$ cat src/rtl/cordic_lin_pkg.sv
package cordic_lin_pkg;

  typedef enum logic {
    ST_IDLE = 1'b0,
    ST_RUN  = 1'b1
  } lin_state_e;

  // Strobes from the sequencer to the datapath
  typedef struct packed {
    logic load;  // capture operands and mode
    logic step;  // perform one shift-add iteration
  } lin_ctrl_t;

endpackage

$ cat src/rtl/cordic_lin_ctrl.sv
module cordic_lin_ctrl
  import cordic_lin_pkg::*;
#(
  parameter int ITERS = 23,
  parameter int CNT_W = $clog2(ITERS + 1)
) (
  input  logic             clk,
  input  logic             rst_n,
  input  logic             start,
  output lin_ctrl_t        ctrl,
  output logic [CNT_W-1:0] iterIdx,
  output logic             busy,
  output logic             done
);

  localparam logic [CNT_W-1:0] LAST_ITER = CNT_W'(ITERS);

  lin_state_e       state;
  logic [CNT_W-1:0] iterReg;
  logic             doneReg;

  always_comb begin
    ctrl.load = start && (state == ST_IDLE);
    ctrl.step = (state == ST_RUN);
  end

  always_ff @(posedge clk) begin
    if (!rst_n) begin
      state   <= ST_IDLE;
      iterReg <= '0;
      doneReg <= 1'b0;
    end else begin
      doneReg <= 1'b0;
      if (ctrl.load) begin
        state   <= ST_RUN;
        iterReg <= CNT_W'(1);
      end else if (state == ST_RUN) begin
        iterReg <= iterReg + CNT_W'(1);
        if (iterReg == LAST_ITER) begin
          state   <= ST_IDLE;
          doneReg <= 1'b1;
        end
      end
    end
  end

  assign iterIdx = iterReg;
  assign busy    = (state == ST_RUN);
  assign done    = doneReg;

endmodule

$ cat src/rtl/cordic_lin_path.sv
module cordic_lin_path
  import cordic_lin_pkg::*;
#(
  parameter int DATA_W  = 24,
  parameter int FRAC_W  = 23,
  parameter int GUARD_W = 8,
  parameter int CNT_W   = 5
) (
  input  logic              clk,
  input  logic              rst_n,
  input  lin_ctrl_t         ctrl,
  input  logic [CNT_W-1:0]  iterIdx,
  input  logic              divMode,
  input  logic [DATA_W-1:0] xIn,
  input  logic [DATA_W-1:0] yIn,
  input  logic [DATA_W-1:0] zIn,
  output logic [DATA_W-1:0] result
);

  // One headroom bit on both accumulators, guard bits below y and x
  localparam int ACC_W = DATA_W + GUARD_W + 1;
  localparam int Z_W   = DATA_W + 1;
  localparam logic [ACC_W-1:0] HALF_OUT = ACC_W'(1) << (GUARD_W - 1);

  logic signed [ACC_W-1:0] xAcc, yAcc, xShift, yNext, yRnd;
  logic signed [Z_W-1:0]   zAcc, zNext;
  logic        [Z_W-1:0]   zUnit;
  logic                    divLatched;
  logic                    stepUp;

  // x0 scaled by 2^-i with sign fill
  assign xShift = xAcc >>> iterIdx;

  // 2^-i in the z format: a single bit at position FRAC_W - i
  always_comb begin
    for (int k = 0; k < Z_W; k++) begin
      zUnit[k] = (int'(iterIdx) == (FRAC_W - k));
    end
  end

  // Direction: z sign for multiply, y sign against x sign for divide
  always_comb begin
    if (divLatched) stepUp = (yAcc[ACC_W-1] != xAcc[ACC_W-1]);
    else            stepUp = !zAcc[Z_W-1];
  end

  always_comb begin
    if (stepUp) begin
      yNext = yAcc + xShift;
      zNext = zAcc - $signed(zUnit);
    end else begin
      yNext = yAcc - xShift;
      zNext = zAcc + $signed(zUnit);
    end
  end

  always_ff @(posedge clk) begin
    if (!rst_n) begin
      xAcc       <= '0;
      yAcc       <= '0;
      zAcc       <= '0;
      divLatched <= 1'b0;
    end else if (ctrl.load) begin
      xAcc       <= {xIn[DATA_W-1], xIn, {GUARD_W{1'b0}}};
      yAcc       <= {yIn[DATA_W-1], yIn, {GUARD_W{1'b0}}};
      zAcc       <= {zIn[DATA_W-1], zIn};
      divLatched <= divMode;
    end else if (ctrl.step) begin
      yAcc <= yNext;
      zAcc <= zNext;
    end
  end

  assign yRnd   = yAcc + $signed(HALF_OUT);
  assign result = divLatched ? zAcc[DATA_W-1:0] : yRnd[GUARD_W +: DATA_W];

endmodule

$ cat src/rtl/cordic_lin_muldiv.sv
module cordic_lin_muldiv
  import cordic_lin_pkg::*;
#(
  parameter int DATA_W  = 24,
  parameter int FRAC_W  = DATA_W - 1,
  parameter int GUARD_W = 8,
  parameter int ITERS   = FRAC_W
) (
  input  logic              clk,
  input  logic              rst_n,
  input  logic              start,
  input  logic              divMode,
  input  logic [DATA_W-1:0] xIn,
  input  logic [DATA_W-1:0] yIn,
  input  logic [DATA_W-1:0] zIn,
  output logic              busy,
  output logic              done,
  output logic [DATA_W-1:0] result
);

  localparam int CNT_W = $clog2(ITERS + 1);

  lin_ctrl_t        ctrl;
  logic [CNT_W-1:0] iterIdx;

  cordic_lin_ctrl #(
    .ITERS (ITERS),
    .CNT_W (CNT_W)
  ) u_ctrl (
    .clk     (clk),
    .rst_n   (rst_n),
    .start   (start),
    .ctrl    (ctrl),
    .iterIdx (iterIdx),
    .busy    (busy),
    .done    (done)
  );

  cordic_lin_path #(
    .DATA_W  (DATA_W),
    .FRAC_W  (FRAC_W),
    .GUARD_W (GUARD_W),
    .CNT_W   (CNT_W)
  ) u_path (
    .clk     (clk),
    .rst_n   (rst_n),
    .ctrl    (ctrl),
    .iterIdx (iterIdx),
    .divMode (divMode),
    .xIn     (xIn),
    .yIn     (yIn),
    .zIn     (zIn),
    .result  (result)
  );

endmodule

$ cat config.mk
export PLATFORM = sky130hd
export DESIGN_NAME = cordic_lin_muldiv
export DESIGN_NICKNAME = d
export VERILOG_FILES = /design/src/rtl/cordic_lin_pkg.sv /design/src/rtl/cordic_lin_ctrl.sv /design/src/rtl/cordic_lin_path.sv /design/src/rtl/cordic_lin_muldiv.sv
export SDC_FILE = /design/constraint.sdc
export NUM_CORES = 1
export LEC_CHECK = 0
export ABC_CLOCK_PERIOD_IN_PS = 5700
export CELL_PAD_IN_SITES_DETAIL_PLACEMENT = 1
export CELL_PAD_IN_SITES_GLOBAL_PLACEMENT = 2
export CORE_ASPECT_RATIO = 0.6
export CORE_MARGIN = 8
export CORE_UTILIZATION = 32
export CTS_CLUSTER_SIZE = 16
export DETAILED_ROUTE_END_ITERATION = 10
export GPL_TIMING_DRIVEN = 0
export PLACE_DENSITY = 0.87
export SLEW_MARGIN = 15
export SYNTH_ARGS = -nofsm -noshare
export SYNTH_HDL_FRONTEND = slang
export SYNTH_SLANG_ARGS = --single-unit
$ cat constraint.sdc
create_clock -name clk -period 5.7 [get_ports clk]
set_clock_uncertainty 0.1 [all_clocks]
set_input_delay 0.855 -clock clk [delete_from_list [all_inputs] [get_ports clk]]
set_output_delay 0.855 -clock clk [all_outputs]
set_load 0.03 [all_outputs]
==> results.toml <==
[timing]
holdWs_ns = 0.4003
finalHoldViolCount = 0
timing.final.crit_share_pct = 101.1
relSlewSlack_pct = 23.04
tns_ns = -0.07960
rsz0062_at_grt = "true"
maxSlewViolCount = 0
finalCriticalPeriod_ns = 5.762
tightest_slew_ns = 1.154
setup_viol = 2
final.setup.worst_slack_ns = -0.06172
fmax_mhz = 173.6

[routing]
wl_per_cell_um = 26.98
drt-pass1-iter-count = 5
initialDrtViolationCount = 1199
ant_nets = 0
vias = 12623
drc = 0
avgViaCountPerCell = 6.066
wirelength_um = 56140

[finish]
area_delta_synth_final_pct = 27.72
finalInstanceArea_sq_um = 14010
drive_above_1_share_pct = 16.15
mostFrequentLayoutCell = "nand2_1"
n_antenna_cell = 0
nets = 1761
final_cell_mix = "192 x nand2_1, 129 x a21oi_1, 100 x clkdlybuf4s50_1, 95 x nor2_1, 89 x dfxtp_1"

[synth]
async_reset_ff_share_pct = 0
syn_area_per_cell_sq_um = 7.578
synth_edf_count = 0
synth_area_sq_um = 10970
synth_ff_type = "dfxtp_1"
yosysSeqAreaShare_pct = 16.42
ys_warn_count = 0
yosys_register_bits = 90
syn_inst = 1448
synth_fp_nets = 1591
ys_types = 81

[die]
dieArea_sq_um = 40670
core-area_sq_um = 33770
die_y_um = 159.4
die_w_um = 255.1
ios = 102
fp-row-count = 52
start_util_pct = 32.50

[place]
dpl.hpwl_um = 44010
finalWeightedCongestion = 0.9956
port_buffers = 100
pre_cts_ws_ns = -1.773
place_area_sq_um = 12550

[flow_run]
maxCapViolCount = 0

[setup_path]
crit_fanout = 7
worstPathRequired_ns = 5.89
worstSetupStartpointType = "flop"
worst_ep_arrival_time_ns = 5.95
path_class = "reg2reg"
rr_worst_depth = 26
end_kind = "flop"

[power]
total_leakage_power_nw = 5.439
p_per_area_nw_per_um2 = 255.5
ir_worst_vdd_uv = 123.3
p_total_mw = 3.580

[clocking]
cts_tree = "built"
htree_levels = 3
numCtsBuffers = 9
clk_latency_ns = 0.39
clockBufferDepth = 2
clk_pin_slew_ns = 0.08
root_buffer = "clkbuf_16"
holdBufCountCts = 0
clock_sinks = 90

[min_path]
hold_depth = 2
hp-class = "reg2reg"

[status]
violations = "negative setup slack"
status = "finished, violations left"

[grt]
antenna_found_initial = 2
grt_pass1_vias = 12604
grt_first_pass_wirelength_um = 82280
gr-usage-all-layers_pct = 26.63
globalRoute.totalOverflow = 0
grt_max_degree = 16
==> registers in the layout, summed over array words and instances (netlist names) <==
signal / flops
u_path.zAcc: 25
u_ctrl.busy: 1
u_ctrl.done: 1
u_path.divLatched: 1
u_path.yAcc: 33
u_path.xAcc: 24
u_ctrl.iterIdx: 5
==> repair_timing <==
action                                  4_1_cts  5_1_grt
setup buffers                                40       26
pin swaps                                    29       46
endpoints found under the setup margin       35       26
endpoints found under the hold margin         0        0
gates resized for setup                     100       81
==> Yosys cell counts (11+ instances only) <==
cell      count  area (sq um)
a211oi_1     59         442.9
a21o_1       26         195.2
a21oi_1     131         655.6
a31oi_1      13         81.33
and3_1       16         100.1
buf_1        12         45.04
buf_2        12         60.06
clkbuf_1     68         255.2
dfxtp_1      90          1802
ha_1         65         813.3
inv_1        38         142.6
mux2_2       23         259.0
mux2i_1      58         580.6
mux4_2       22         495.5
nand2_1     196         735.7
nand2b_1     26         162.7
nand3_1      32         160.2
nand4_1      11         68.82
nor2_1       98         367.9
nor2b_1      30         187.7
nor3_1       24         120.1
o21ai_0     100         500.5
o21bai_1     12         90.09
o22ai_1      14         87.58
or3_1        11         68.82
xnor2_1      50         437.9
xor2_1       60         525.5
==> routing by layer <==
| layer | wire, um | vias to the layer above | global-route usage (%) |
|---|---|---|---|
| met3 | 6517 | 93 | 9.455 |
| met1 | 25960 | 6265 | 39.03 |
| met2 | 21940 | 612 | 35.24 |
| met5 | 15 | - | 0 |
| met4 | 1707 | 2 | 8.224 |
| li1 | - | 5651 | - |
==> kinds of logic (layout without fill, tap and decap cells) <==
kind of cell    count (synthesis)  count (layout)  share of synthesized area [%]
fa+ha+maj                      67              67                          7.777
buf+inv                       141             315                          5.747
flops                          90              90                          16.42
simple gates                  478             478                          20.21
compound gates                448             448                          26.39
mux                           114             114                          14.69
xor+xnor                      110             110                          8.780
==> area by class of cell <==
type | instances | area, sq um
Fill cell | 4080 | 19750
Multi-Input combinational cell | 1217 | 9129
Sequential cell | 90 | 1803
Timing Repair Buffer | 165 | 1493
Tap cell | 459 | 574.3
Buffer | 94 | 569.3
Clock buffer | 9 | 225.2
Inverter | 41 | 153.9
Clock inverter | 6 | 67.56
==> critical path, stage by stage (launching register included) <==
cell and delay [ns]:
dfxtp_2 0.34, buf_6 0.13, buf_12 0.14, buf_12 0.14
buf_12 0.13, buf_12 0.11, mux2i_4 0.21, o21ai_2 0.09
a221oi_4 0.27, and4_4 0.31, o211ai_1 0.11, or4_4 0.60
or3_4 0.45, o21ai_4 0.18, xnor2_2 0.11, ha_4 0.20
a2111oi_4 0.23, o21ai_1 0.12, a311o_1 0.34, a21oi_2 0.17
a21oi_2 0.10, o211ai_1 0.21, buf_4 0.19, a311oi_4 0.10
a31oi_1 0.22, xnor2_1 0.10, a221oi_1 0.24
==> final timing paths <==
| check | endpoint | from | slack [ns] |
|---|---|---|---|
| max | u_path.yAcc[32] | u_ctrl.iterIdx[0] | -0.06 |
| min | u_path.yAcc[2] | u_path.yAcc[2] | 0.40 |
| max reg2reg | u_path.yAcc[32] | u_ctrl.iterIdx[0] | -0.06 |
| min reg2reg | u_path.yAcc[2] | u_path.yAcc[2] | 0.40 |
==> power breakdown <==
group / total [mW] / switching (mW) / internal [mW]
registers: 0.806 / 0.112 / 0.694
logic: 2.12 / 1.24 / 0.877
clock network: 0.656 / 0.316 / 0.340
==> metrics by stage <==
stage          util (%)  cells
6_report          41.50   2081
5_1_grt           41.50   2081
4_1_cts           39.99   2058
3_5_place_dp      37.16   2007
3_3_place_gp      37.16   2007
2_1_floorplan         -   1448
No activity file was read; power rests on OpenSTA's default activity.
